**src/rtl/prio_irq_pkg.sv**
```systemverilog
package prio_irq_pkg;
  localparam int LVL_W = 2;
  localparam logic [LVL_W-1:0] LVL_TOP = '1;
  localparam int NMI_CNT = 2;  // bit 0 reset request, bit 1 trap

  function automatic logic lvl_gt(input logic [LVL_W-1:0] a, input logic [LVL_W-1:0] b);
    return a > b;
  endfunction

  function automatic logic [LVL_W-1:0] lvl_of(input int idx, input logic [63:0] flat);
    return flat[idx*LVL_W +: LVL_W];
  endfunction
endpackage

```
**src/rtl/irq_pend_bank.sv**
```systemverilog
module irq_pend_bank #(
  parameter int W = 6
) (
  input  logic         clk,
  input  logic         rst_n,
  input  logic [W-1:0] set_i,
  input  logic [W-1:0] ack_clr_i,
  input  logic [W-1:0] seq_clr_i,
  output logic [W-1:0] pend_o
);
  for (genvar g = 0; g < W; g++) begin : g_latch
    always_ff @(posedge clk or negedge rst_n) begin
      if (!rst_n) pend_o[g] <= 1'b0;
      else        pend_o[g] <= ((pend_o[g] & ~ack_clr_i[g]) | set_i[g]) & ~seq_clr_i[g];
    end


    ack_drop_chk: assert property (@(posedge clk) disable iff (!rst_n)
      (ack_clr_i[g] && !set_i[g]) |=> !pend_o[g]);

    clr_drop_chk: assert property (@(posedge clk) disable iff (!rst_n)
      seq_clr_i[g] |=> !pend_o[g]);
  end


  ack_onehot_chk: assert property (@(posedge clk) disable iff (!rst_n)
    $onehot0(ack_clr_i));
endmodule

```
**src/rtl/irq_pick.sv**
```systemverilog
module irq_pick
  import prio_irq_pkg::*;
#(
  parameter int N     = 4,
  parameter int VEC_W = 3
) (
  input  logic                  clk,
  input  logic                  rst_n,
  input  logic [N+NMI_CNT-1:0]  pend_i,
  input  logic [N-1:0]          en_i,
  input  logic [N*LVL_W-1:0]    lvl_i,
  input  logic [LVL_W-1:0]      cur_i,
  output logic                  take_o,
  output logic [VEC_W-1:0]      vec_o,
  output logic [LVL_W-1:0]      win_lvl_o
);
  logic             found;
  logic [LVL_W-1:0] best;
  logic [LVL_W-1:0] l;

  always_comb begin
    found = 1'b0;
    best  = '0;
    l     = '0;
    vec_o = '0;
    for (int i = N - 1; i >= 0; i--) begin
      l = lvl_i[i*LVL_W +: LVL_W];
      if (pend_i[i+NMI_CNT] && en_i[i] && lvl_gt(l, cur_i) &&
          (!found || !lvl_gt(best, l))) begin
        found = 1'b1;
        best  = l;
        vec_o = VEC_W'(i + NMI_CNT);
      end
    end
    if (pend_i[1]) begin
      found = 1'b1;
      best  = LVL_TOP;
      vec_o = VEC_W'(1);
    end
    if (pend_i[0]) begin
      found = 1'b1;
      best  = LVL_TOP;
      vec_o = '0;
    end
    take_o    = found;
    win_lvl_o = best;
  end


  mask_lvl_chk: assert property (@(posedge clk) disable iff (!rst_n)
    (take_o && vec_o >= VEC_W'(NMI_CNT)) |-> lvl_gt(win_lvl_o, cur_i));

  rst_first_chk: assert property (@(posedge clk) disable iff (!rst_n)
    pend_i[0] |-> (take_o && vec_o == '0));

  trap_next_chk: assert property (@(posedge clk) disable iff (!rst_n)
    (pend_i[1] && !pend_i[0]) |-> (take_o && vec_o == VEC_W'(1)));
endmodule

```
**src/rtl/prio_irq_arbiter.sv**
```systemverilog
module prio_irq_arbiter
  import prio_irq_pkg::*;
#(
  parameter int N_SRC = 4,
  localparam int VEC_W = $clog2(N_SRC + NMI_CNT),
  localparam int TOT   = N_SRC + NMI_CNT
) (
  input  logic                   clk,
  input  logic                   rst_n,
  input  logic [N_SRC-1:0]       src_req,
  input  logic [N_SRC-1:0]       src_en,
  input  logic [2*N_SRC-1:0]     src_lvl,
  input  logic [N_SRC-1:0]       src_clr,
  input  logic                   trap_req,
  input  logic                   reset_req,
  input  logic [1:0]             cur_lvl,
  input  logic                   ack,
  output logic                   take,
  output logic [VEC_W-1:0]       vec_idx,
  output logic [1:0]             new_lvl,
  output logic                   wake
);
  logic [TOT-1:0]   pend;
  logic [TOT-1:0]   set_all;
  logic [TOT-1:0]   seq_clr;
  logic [TOT-1:0]   ack_clr;
  logic [LVL_W-1:0] win_lvl;

  assign set_all = {src_req, trap_req, reset_req};
  assign seq_clr = {src_clr, {NMI_CNT{1'b0}}};
  assign ack_clr = (take && ack) ? (TOT'(1) << vec_idx) : '0;

  irq_pend_bank #(.W(TOT)) u_pend (
    .clk       (clk),
    .rst_n     (rst_n),
    .set_i     (set_all),
    .ack_clr_i (ack_clr),
    .seq_clr_i (seq_clr),
    .pend_o    (pend)
  );

  irq_pick #(.N(N_SRC), .VEC_W(VEC_W)) u_pick (
    .clk       (clk),
    .rst_n     (rst_n),
    .pend_i    (pend),
    .en_i      (src_en),
    .lvl_i     (src_lvl),
    .cur_i     (cur_lvl),
    .take_o    (take),
    .vec_o     (vec_idx),
    .win_lvl_o (win_lvl)
  );

  assign new_lvl = take ? LVL_TOP : cur_lvl;
  assign wake    = (|pend[NMI_CNT-1:0]) | (|(pend[TOT-1:NMI_CNT] & src_en));


  ack_take_chk: assert property (@(posedge clk) disable iff (!rst_n)
    ack |-> take);

  nmi_wake_chk: assert property (@(posedge clk) disable iff (!rst_n)
    (|pend[NMI_CNT-1:0]) |-> wake);

  rst_quiet_chk: assert property (@(posedge clk)
    $rose(rst_n) |-> (!take && !wake));
endmodule

```
**config.mk**
```make
export PLATFORM = sky130hd
export DESIGN_NAME = prio_irq_arbiter
export DESIGN_NICKNAME = d
export VERILOG_FILES = /design/src/rtl/prio_irq_pkg.sv /design/src/rtl/irq_pend_bank.sv /design/src/rtl/irq_pick.sv /design/src/rtl/prio_irq_arbiter.sv
export SDC_FILE = /design/constraint.sdc
export NUM_CORES = 1
export LEC_CHECK = 0
export BUFFER_PORTS_ARGS = -buffer_cell sky130_fd_sc_hd__buf_4
export CORE_UTILIZATION = 33
export DETAILED_ROUTE_END_ITERATION = 10
export SKIP_CTS_REPAIR_TIMING = 1
export SLEW_MARGIN = 15
export SYNTH_ARGS = -nofsm -noshare
export SYNTH_HDL_FRONTEND = slang
export SYNTH_SLANG_ARGS = --single-unit
```
**constraint.sdc**
```tcl
create_clock -name clk -period 7.7 [get_ports clk]
set_input_delay 0.385 -clock clk [delete_from_list [all_inputs] [get_ports clk]]
set_output_delay 0.385 -clock clk [all_outputs]
set_load 0.03 [all_outputs]
```
## Yosys cells after proc, flatten, opt, wreduce, memory -nomap -nowiden

Index checks and enable logic that the tools add are counted.

| storage, ports and cells | value |
|---|---|
| input port bits | 27 |
| output and inout port bits | 7 |
| flip-flop bits (word level) | 6 |
| word-level logic and storage cells | 82 |

| cells by class | value |
|---|---|
| bitwise gates (word level) | 28 |
| shift-type cells | 1 |
| mux-type cells | 17 |
| reductions and logical operators | 23 |
| $lt $le $gt $ge | 7 |

Operator list:

| cell | number |
|---|---|
| $mux W3 | 6 |
| $gt A2 B2 Y1 | 7 |
| $logic_and A1 B1 Y1 | 12 |
| $and A1 B1 Y1 | 10 |
| $not A1 Y1 | 10 |
| $mux W2 | 4 |
| $or A1 B1 Y1 | 7 |
| $logic_not A1 Y1 | 6 |
| $mux W1 | 6 |
| $mux W6 | 1 |
| $shl A1 B3 Y6 const A | 1 |
| $and A4 B4 Y4 | 1 |
| $reduce_or A4 Y1 | 1 |
| $logic_or A1 B1 Y1 | 3 |
| $reduce_or A2 Y1 | 1 |

## Depth between registers and ports, before layout

Gate-level depths: netlist of run 1.

| depth | value |
|---|---|
| word-level depth | 26 |
| gate-level depth with buffers | 21 |

## Cells and area by module

A second synthesis of run 1 with hierarchy kept.

| unflattened totals | value |
|---|---|
| cell total of the unflattened synthesis | 118 |
| area total of the unflattened synthesis | 1,004.7 um^2 |

Modules (own cells, without submodules):

| module | cells an instance | area each (um^2) | sequential area each (um^2) | instances |
|---|---|---|---|---|
| irq_pick | 77 | 603.1 | 0.0 | 1 |
| irq_pend_bank | 24 | 307.8 | 150.1 | 1 |
| prio_irq_arbiter | 17 | 93.8 | 0.0 | 1 |

## Least setup slack after synthesis of run 1

OpenSTA, ideal clock, no wires.

| timing | value |
|---|---|
| path type | input port to output port |
| start point | input port cur_lvl[1] |
| end point | output port vec_idx[2] |
| required time | 7.315 ns |
| arrival | 4.783 ns |
| stages | 21 |
| buffers on the path | 0 |
| slack | 2.532 ns |
| path through | inv_1 ha_1 nor2b_4 o2111a_1 and2_1 ha_1 nor2b_1 o21ai_0 a21oi_1 a22o_1 ha_1 nor2b_1 a2bb2oi_1 a21oi_1 mux2_2 ha_1 nor2b_1 a2bb2oi_1 nor2_1 or3_1 nor2_1 |

| on the way | value |
|---|---|
| longest elaborated chain between the ends | 20 |
| elaborated cells between the ends (all ways) | 35 |

Ends and longest elaborated chain:

| item | RTL line | text |
|---|---|---|
| start, declared | prio_irq_arbiter.sv:16 | `input logic [1:0] cur_lvl,` |
| $gt A2 B2 Y1 | prio_irq_pkg.sv:7 | `return a > b;` |
| $logic_and A1 B1 Y1 | irq_pick.sv:28 | `if (pend_i[i+NMI_CNT] && en_i[i] && lvl_gt(l, cur_i) &&` |
| $mux W2 | irq_pick.sv:28 |  |
| $gt A2 B2 Y1 | prio_irq_pkg.sv:7 |  |
| $logic_not A1 Y1 | irq_pick.sv:29 | `(!found \|\| !lvl_gt(best, l))) begin` |
| $logic_or A1 B1 Y1 | irq_pick.sv:29 |  |
| $logic_and A1 B1 Y1 | irq_pick.sv:28 |  |
| $mux W2 | irq_pick.sv:28 |  |
| [... 4 more ...] | - |  |
| $mux W2 | irq_pick.sv:28 |  |
| $gt A2 B2 Y1 | prio_irq_pkg.sv:7 |  |
| $logic_not A1 Y1 | irq_pick.sv:29 |  |
| $logic_or A1 B1 Y1 | irq_pick.sv:29 |  |
| $logic_and A1 B1 Y1 | irq_pick.sv:28 |  |
| $mux W3 (*) | irq_pick.sv:28 |  |
| $mux W3 (*) | irq_pick.sv:35 | `if (pend_i[1]) begin` |
| $mux W3 (*) | irq_pick.sv:40 | `if (pend_i[0]) begin` |
| end, declared | prio_irq_arbiter.sv:19 | `output logic [VEC_W-1:0] vec_idx,` |

Mark *: on every way between the ends. The rest lies on a longest branch, timed or not.

## Worst setup path in the final report of run 1

Same ends and word-level chain as after synthesis.

==> metrics.txt, run 1 <==
# TYPE chip_impl_metric gauge
chip_impl_info{name="run_status",value="complete, no violations"} 1
chip_impl_metric{name="clock_latency",unit="ps"} 250
chip_impl_info{name="clock_tree.root_cell",value="sky130_fd_sc_hd__clkbuf_4"} 1
chip_impl_metric{name="p_leak",unit="nW"} 0.567
chip_impl_metric{name="synth.net_count",unit=""} 140
chip_impl_metric{name="die_height",unit="µm"} 51.5
chip_impl_info{name="clock_tree_from_tritoncts",value="built"} 1
chip_impl_metric{name="critical_path_peak_fanout",unit=""} 5
chip_impl_metric{name="area_growth",unit="%"} 39.1
chip_impl_metric{name="sequentialPowerShare",unit=""} 0.311
chip_impl_metric{name="num_rows",unit=""} 17
chip_impl_metric{name="io_pins",unit=""} 34
chip_impl_metric{name="drc",unit=""} 0
chip_impl_metric{name="critical_path_required",unit="ps"} 7320
chip_impl_metric{name="maximum_number_of_pins_on_one_net_before_global_route_repair",unit=""} 7
chip_impl_info{name="setup.worst_path.start_class",value="input pin"} 1
chip_impl_metric{name="postSynthCellCount",unit=""} 99
chip_impl_metric{name="die_area",unit="µm²"} 2650
chip_impl_info{name="hold_path_class",value="in -> reg"} 1
chip_impl_metric{name="vias_after_detailed_routing",unit=""} 849
chip_impl_metric{name="synth.ff_latch_count",unit=""} 6
chip_impl_metric{name="h_tree_levels",unit=""} 1
chip_impl_metric{name="tns",unit="ps"} 0
chip_impl_metric{name="peak_clock_frequency_supported_by_timing",unit="MHz"} 180
chip_impl_metric{name="antenna_violations_before_repair",unit=""} 0
chip_impl_metric{name="setup_viol",unit=""} 0
chip_impl_metric{name="largest_register_ff_count",unit=""} 6
chip_impl_metric{name="drt-initial-drc-count",unit=""} 10
chip_impl_metric{name="fin_skew",unit="ps"} 2.73
chip_impl_metric{name="global_route.overflow_total",unit=""} 0
chip_impl_metric{name="synth_edf_count",unit=""} 0
chip_impl_metric{name="clock_tree_buf_depth",unit=""} 2
chip_impl_metric{name="syn_area",unit="µm²"} 807
chip_impl_info{name="unrepaired_setup_endpoints_after_global_routing",value="no"} 1
chip_impl_metric{name="timing.max_slew.rel_slack",unit=""} 0.712
chip_impl_metric{name="layout_setup_ws",unit="ps"} 2150
chip_impl_info{name="cp-end-kind",value="output port"} 1
chip_impl_metric{name="min_path_cells",unit=""} 2
chip_impl_metric{name="final_nets",unit=""} 179
chip_impl_metric{name="cts.sinks",unit=""} 6
chip_impl_metric{name="clkTransAtPathRegs",unit="ps"} 40
chip_impl_metric{name="insertedDiodeCount",unit=""} 0
chip_impl_metric{name="period_share",unit=""} 0.721
chip_impl_metric{name="count_of_endpoints_failing_hold_in_the_final_timing_report",unit=""} 0
chip_impl_info{name="biggestRegsByFlops",value="u_pend.pend_o (6)"} 1
chip_impl_metric{name="first_global_vias",unit=""} 792
chip_impl_info{name="synthFlopType",value="sky130_fd_sc_hd__dfrtp_1"} 1
chip_impl_info{name="register_containing_the_most_flip_flops_in_the_final_layout",value="u_pend.pend_o"} 1
chip_impl_info{name="worstSetupPathType",value="in -> out"} 1
chip_impl_metric{name="power.switching",unit="µW"} 38.0
chip_impl_metric{name="avgViaCountPerCell",unit=""} 5.18
chip_impl_metric{name="regArea",unit="µm²"} 150
chip_impl_metric{name="timing.final.max_slew_violations",unit=""} 0
chip_impl_metric{name="grt_pass1_wl",unit="mm"} 3.36
chip_impl_metric{name="yosysUniqueCellTypes",unit=""} 32
chip_impl_metric{name="final_layout_size_suffix_gt1_frac",unit=""} 0.338
chip_impl_metric{name="cell_internal_pwr",unit="µW"} 76.6
chip_impl_metric{name="drv_cap",unit=""} 0
chip_impl_metric{name="pre_antenna_drt_iters",unit=""} 4
chip_impl_metric{name="r2r_cells",unit=""} 18
chip_impl_metric{name="chipWidth",unit="µm"} 51.5
chip_impl_metric{name="multiInputGateArea",unit="µm²"} 612
chip_impl_metric{name="worst_setup_slack_before_clock_tree_synthesis",unit="ps"} 2160
chip_impl_metric{name="dpl.hpwl",unit="mm"} 1.80
chip_impl_metric{name="ys_async_sr_fraction",unit=""} 1.00
chip_impl_metric{name="finalWirelength",unit="mm"} 2.11
chip_impl_metric{name="fp.coreArea",unit="µm²"} 2250
chip_impl_metric{name="worstPathArrival",unit="ps"} 5160
chip_impl_metric{name="ys.warnings.count",unit=""} 0
chip_impl_metric{name="period_needed",unit="ps"} 5550
chip_impl_metric{name="wl_per_cell",unit="µm"} 12.8
chip_impl_metric{name="placer_congestion_estimate",unit=""} 0.785
chip_impl_metric{name="numCtsBuffers",unit=""} 3
chip_impl_metric{name="yosysSeqAreaShare",unit=""} 0.186
chip_impl_metric{name="vdd.ir_drop.worst",unit="V"} 0.0000779
chip_impl_metric{name="fill_cells",unit=""} 230
chip_impl_metric{name="power.share.clock",unit=""} 0.258
chip_impl_metric{name="power_density",unit="nW/µm²"} 102
chip_impl_metric{name="portBuffers",unit=""} 33
chip_impl_metric{name="post_synth.cell_area_avg",unit="µm²"} 8.15
chip_impl_metric{name="p_comb_frac",unit=""} 0.430
chip_impl_metric{name="grt_usage",unit=""} 0.171
chip_impl_metric{name="worst_slew_pin_slew",unit="ps"} 432
chip_impl_metric{name="switching_part_of_the_total",unit=""} 0.332
chip_impl_metric{name="postRouteAntennaNets",unit=""} 0
chip_impl_metric{name="floorplan.initialDensity",unit=""} 0.358
-- cell usage in the layout, fill, tap and decap left out, types with 3 or more instances in the layout --
master and instances:
sky130_fd_sc_hd__nor2b_1 5, sky130_fd_sc_hd__clkbuf_4 3, sky130_fd_sc_hd__inv_1 12, sky130_fd_sc_hd__dfrtp_1 6, sky130_fd_sc_hd__o2111ai_1 3, sky130_fd_sc_hd__or2_2 3, sky130_fd_sc_hd__nor2_1 12, sky130_fd_sc_hd__nand2b_1 3
sky130_fd_sc_hd__a21oi_1 5, sky130_fd_sc_hd__buf_4 33, sky130_fd_sc_hd__nand2_1 8, sky130_fd_sc_hd__ha_1 14
-- cells in the mapped netlist (2+ instances only) --
library cell                number  area [µm²]
sky130_fd_sc_hd__nand2_1         8        30.0
sky130_fd_sc_hd__o41a_1          2        22.5
sky130_fd_sc_hd__ha_1           14         175
sky130_fd_sc_hd__a22oi_1         2        15.0
sky130_fd_sc_hd__a2bb2oi_1       2        17.5
sky130_fd_sc_hd__dfrtp_1         6         150
sky130_fd_sc_hd__a21oi_1         5        25.0
sky130_fd_sc_hd__or2_2           3        18.8
sky130_fd_sc_hd__inv_1          12        45.0
sky130_fd_sc_hd__nor2b_1         5        31.3
sky130_fd_sc_hd__o2111ai_1       3        26.3
sky130_fd_sc_hd__nand2b_1        3        18.8
sky130_fd_sc_hd__nor3_1          2        10.0
sky130_fd_sc_hd__nor2_1         12        45.0
sky130_fd_sc_hd__o21ai_0         2        10.0
sky130_fd_sc_hd__mux2_2          2        22.5
-- layer usage --
metal	GRT usage	wire (µm)	up-vias
met5	0	0	-
met2	0.284	986	34
met4	0.0946	41	0
li1	-	-	438
met3	0.0179	128	5
met1	0.213	948	372
-- layout make-up --
| class | instances | area share |
|---|---|---|
| Multi-Input combinational cell | 81 | 0.545 |
| Sequential cell | 6 | 0.134 |
| Inverter | 12 | 0.0401 |
| Timing Repair Buffer | 34 | 0.230 |
| Tap cell | 28 | 0.0312 |
| Clock buffer | 3 | 0.0201 |
-- path summary, 6_finish.rpt --
path,start,endpoint,slack [ps]
worst max register to register,u_pend.pend_o[5],u_pend.pend_o[5],2990
min in group asynchronous,rst_n,u_pend.pend_o[5],480
max in group asynchronous,rst_n,u_pend.pend_o[0],7100
worst max-delay path,cur_lvl[1],vec_idx[2],2150
worst min register to register,u_pend.pend_o[0],u_pend.pend_o[0],530
worst min-delay path,src_clr[0],u_pend.pend_o[2],290
-- power by group through the flow --
stage / registers, mW / logic, mW / clock network, mW
finish: 0.0357 / 0.0493 / 0.0296
global route: 0.0359 / 0.0550 / 0.0324
CTS: 0.0357 / 0.0493 / 0.0305
floorplan: 0.0355 / 0.0290 / 0
global placement: 0.0360 / 0.0478 / 0
detailed placement: 0.0361 / 0.0490 / 0
-- per-stage QoR --
| stage | util | hold slack [ps] | total power [mW] | cell area (µm²) | std cells |
|---|---|---|---|---|---|
| 2_1_floorplan | - | 89.4 | 0.0645 | 807 | 99 |
| 3_3_place_gp | 0.483 | 201 | 0.0839 | 1090 | 160 |
| 3_5_place_dp | 0.483 | 200 | 0.0852 | 1090 | 160 |
| 4_1_cts | 0.493 | -65.3 | 0.115 | 1110 | 163 |
| 5_1_grt | 0.498 | 285 | 0.123 | 1120 | 164 |
| 6_report | 0.498 | 287 | 0.115 | 1120 | 164 |
-- worst max-delay path: stages --
cell	delay, ps
sky130_fd_sc_hd__buf_4	110
sky130_fd_sc_hd__inv_1	140
sky130_fd_sc_hd__ha_1	270
sky130_fd_sc_hd__nor2b_4	130
sky130_fd_sc_hd__o2111a_1	270
sky130_fd_sc_hd__and2_1	170
sky130_fd_sc_hd__ha_1	270
sky130_fd_sc_hd__nor2b_1	130
sky130_fd_sc_hd__o21ai_0	300
sky130_fd_sc_hd__a21oi_1	150
sky130_fd_sc_hd__a22o_1	230
sky130_fd_sc_hd__ha_1	290
sky130_fd_sc_hd__nor2b_1	140
sky130_fd_sc_hd__a2bb2oi_1	130
sky130_fd_sc_hd__a21oi_1	210
sky130_fd_sc_hd__mux2_2	360
sky130_fd_sc_hd__ha_1	280
sky130_fd_sc_hd__nor2b_1	130
sky130_fd_sc_hd__a2bb2oi_1	280
sky130_fd_sc_hd__nor2_1	130
sky130_fd_sc_hd__or3_1	390
sky130_fd_sc_hd__nor2_1	110
sky130_fd_sc_hd__buf_4	170
-- cell families (layout without fill, tap and decap cells) --
kind of cell,Yosys count,after routing,synth area share
fa+ha+maj,14,14,0.217
simple gates,38,38,0.237
flops,6,6,0.186
compound gates,27,27,0.276
mux,2,2,0.0279
buf+inv,12,49,0.0558
Note: power is estimated with default switching activity, not from simulation.
==> run 2, diff against run 1 <==
- clock period: 7.7 -> 4.9 ns (I/O delays scaled with it)
==> run 2 against run 1 <==
Against the previous run:
- hold slack got worse by 130 ps
- first-iteration DRC count up 70%
- wire length up 14%
- largest cell class unchanged
- design area up 23%
- flip-flop and latch count unchanged
- clock-buffer cell count stayed put
- sequential power grew 57%
- via count increased by 6.7%
==> metrics.txt, run 2 (same netlist as run 1, synthesis figures left out) <==
# TYPE chip_impl_metric gauge
chip_impl_info{name="run_status",value="complete, no violations"} 1
chip_impl_metric{name="die_area",unit="µm²"} 2650
chip_impl_metric{name="largest_register_ff_count",unit=""} 6
chip_impl_info{name="setup.worst_path.start_class",value="input pin"} 1
chip_impl_info{name="cp_cell_sequence",value="buf_6 -> inv_4 -> ha_4 -> nor2b_4 -> o2111a_1 -> and2_1 -> ha_1 -> nor2b_4 -> o21ai_4 -> o21a_1 -> a22o_1 -> ha_4 -> nor2b_4 -> a2bb2oi_2 -> a21oi_2 -> mux2_4 -> ha_4 -> nor2b_4 -> a2bb2oi_4 -> nor2_4 -> or3_4 -> nor2_4 -> buf_6"} 1
chip_impl_metric{name="dpl.hpwl",unit="mm"} 1.87
chip_impl_metric{name="die_height",unit="µm"} 51.5
chip_impl_metric{name="placer_congestion_estimate",unit=""} 0.751
chip_impl_metric{name="report.power.total",unit="µW"} 213
chip_impl_metric{name="timing.max_slew.rel_slack",unit=""} 0.677
chip_impl_info{name="path_delay_family",value="compound AO/OA/AOI/OAI gates"} 1
chip_impl_metric{name="avgViaCountPerCell",unit=""} 5.12
chip_impl_metric{name="period_needed",unit="ps"} 4790
chip_impl_metric{name="final_nets",unit=""} 192
chip_impl_metric{name="vdd.ir_drop.worst",unit="V"} 0.000145
chip_impl_metric{name="critical_path_required",unit="ps"} 4660
chip_impl_metric{name="drt-initial-drc-count",unit=""} 17
chip_impl_metric{name="crit_buf_inv",unit=""} 3
chip_impl_info{name="leading_cell_type_in_the_layout_fill_and_taps_excluded",value="sky130_fd_sc_hd__buf_4"} 1
chip_impl_info{name="biggestRegsByFlops",value="u_pend.pend_o (6)"} 1
chip_impl_metric{name="period_share",unit=""} 0.978
chip_impl_metric{name="peak_clock_frequency_supported_by_timing",unit="MHz"} 209
chip_impl_metric{name="floorplan.initialDensity",unit=""} 0.358
chip_impl_metric{name="drc",unit=""} 0
chip_impl_info{name="critical_path.reg2reg.startpoint",value="u_pend.pend_o[5]"} 1
chip_impl_metric{name="worst_setup_slack_before_clock_tree_synthesis",unit="ps"} -226
chip_impl_metric{name="setup_viol",unit=""} 0
chip_impl_metric{name="num_rows",unit=""} 17
chip_impl_metric{name="cts.sinks",unit=""} 6
chip_impl_info{name="clock_tree.root_cell",value="sky130_fd_sc_hd__clkbuf_4"} 1
chip_impl_metric{name="timing.final.max_slew_violations",unit=""} 0
chip_impl_metric{name="grt_pass1_wl",unit="mm"} 3.31
chip_impl_metric{name="h_tree_levels",unit=""} 1
chip_impl_metric{name="count_of_endpoints_failing_hold_in_the_final_timing_report",unit=""} 0
chip_impl_metric{name="fin_skew",unit="ps"} 1.26
chip_impl_info{name="final_cell_mix",value="44 x sky130_fd_sc_hd__buf_4, 11 x sky130_fd_sc_hd__inv_1, 10 x sky130_fd_sc_hd__nor2_1"} 1
chip_impl_metric{name="insertedDiodeCount",unit=""} 0
chip_impl_metric{name="postRouteAntennaNets",unit=""} 0
chip_impl_metric{name="grt_usage",unit=""} 0.174
chip_impl_metric{name="final_layout_size_suffix_gt1_frac",unit=""} 0.517
chip_impl_info{name="clock_tree_from_tritoncts",value="built"} 1
chip_impl_info{name="hold_path_class",value="in -> reg"} 1
chip_impl_metric{name="clock_tree_buf_depth",unit=""} 2
chip_impl_metric{name="first_global_vias",unit=""} 810
chip_impl_info{name="crit_top_cell",value="sky130_fd_sc_hd__nor2b_4"} 1
chip_impl_metric{name="portBuffers",unit=""} 33
chip_impl_info{name="cp-end-kind",value="output port"} 1
chip_impl_metric{name="numCtsBuffers",unit=""} 3
chip_impl_metric{name="global_route.overflow_total",unit=""} 0
chip_impl_info{name="first_element_of_the_critical_path",value="cur_lvl[1]"} 1
chip_impl_metric{name="vias_after_detailed_routing",unit=""} 906
chip_impl_info{name="register_containing_the_most_flip_flops_in_the_final_layout",value="u_pend.pend_o"} 1
chip_impl_metric{name="drv_cap",unit=""} 0
chip_impl_metric{name="maximum_number_of_pins_on_one_net_before_global_route_repair",unit=""} 7
chip_impl_metric{name="chipWidth",unit="µm"} 51.5
chip_impl_info{name="critical_path.slowest_cell",value="sky130_fd_sc_hd__or3_4"} 1
chip_impl_metric{name="critical_path_peak_fanout",unit=""} 4
chip_impl_metric{name="fp.coreArea",unit="µm²"} 2250
chip_impl_metric{name="wl_per_cell",unit="µm"} 13.6
chip_impl_metric{name="pre_antenna_drt_iters",unit=""} 4
chip_impl_metric{name="finalWirelength",unit="mm"} 2.40
chip_impl_metric{name="power_density",unit="nW/µm²"} 154
chip_impl_metric{name="area_growth",unit="%"} 71.0
chip_impl_metric{name="max_stage_delay",unit="ps"} 420
chip_impl_metric{name="clock_latency",unit="ps"} 250
chip_impl_metric{name="clkTransAtPathRegs",unit="ps"} 40
chip_impl_metric{name="p_leak",unit="nW"} 0.665
chip_impl_metric{name="antenna_violations_before_repair",unit=""} 0
chip_impl_metric{name="worst_slew_pin_slew",unit="ps"} 485
chip_impl_metric{name="io_pins",unit=""} 34
chip_impl_info{name="worstSetupPathType",value="in -> out"} 1
chip_impl_metric{name="layout_setup_ws",unit="ps"} 110
chip_impl_info{name="timing.hold.worst.start",value="src_clr[0]"} 1
chip_impl_metric{name="worstPathArrival",unit="ps"} 4540
==> run 2: worst reg2reg max path: stages (launching register included) <==
cell and delay (ps):
sky130_fd_sc_hd__dfrtp_1 410, sky130_fd_sc_hd__o2111a_1 160, sky130_fd_sc_hd__and2_1 140, sky130_fd_sc_hd__ha_1 300, sky130_fd_sc_hd__nor2b_4 160, sky130_fd_sc_hd__o21ai_4 80, sky130_fd_sc_hd__o21a_1 180, sky130_fd_sc_hd__a22o_1 280
sky130_fd_sc_hd__ha_4 260, sky130_fd_sc_hd__nor2b_4 120, sky130_fd_sc_hd__a2bb2oi_2 170, sky130_fd_sc_hd__a21oi_2 210, sky130_fd_sc_hd__mux2_4 340, sky130_fd_sc_hd__ha_4 280, sky130_fd_sc_hd__nor2b_4 150, sky130_fd_sc_hd__a2bb2oi_4 190
sky130_fd_sc_hd__nor2_4 70, sky130_fd_sc_hd__or3_4 420, sky130_fd_sc_hd__o41a_1 370
==> run 2: cell type report <==
class / instances / area [µm²]
clock buffer: 3 / 22.5
timing repair buffer: 47 / 363
fill: 212 / 875
inverter: 12 / 47.5
tap: 28 / 35.0
sequential: 6 / 150
multi-input combinational: 81 / 762
==> run 2: path summary, 6_finish.rpt <==
path                       slack [ps]  cells past startpoint               end
hold reg to reg                   520                      1  u_pend.pend_o[0]
min in group asynchronous         350                      2  u_pend.pend_o[5]
max in group asynchronous        4440                      2  u_pend.pend_o[4]
setup reg to reg                  510                     18  u_pend.pend_o[5]
hold / removal                    160                      2  u_pend.pend_o[2]
setup / recovery                  110                     23        vec_idx[2]
==> run 2: through the flow <==
stage	setup TNS [ps]	cells	hold slack, ps	instance area, µm²	utilization
after global routing	-45.6	177	150	1380	0.612
after global placement	-68.7	169	60.2	1160	0.513
after detailed placement	-648	169	59.4	1160	0.513
final	0	177	158	1380	0.612
after CTS	-525	172	-213	1180	0.523
after floorplan	0	99	-50.6	807	-
==> run 2: per-layer routing <==
metal	vias to the layer above	global-route usage	wire, µm	part of all wire
li1	468	-	-	-
met1	408	0.207	1130	0.47
met2	26	0.299	1160	0.48
met3	4	0.0238	87	0.036
met4	0	0.0946	18	0.0075
met5	-	0	0	0
==> run 2: power by group <==
group | total (mW) | internal, mW | switching [mW]
clock | 0.0458 | 0.0277 | 0.0181
combinational | 0.111 | 0.0611 | 0.0499
sequential | 0.0559 | 0.0531 | 0.00282
total | 0.213 | 0.142 | 0.0708
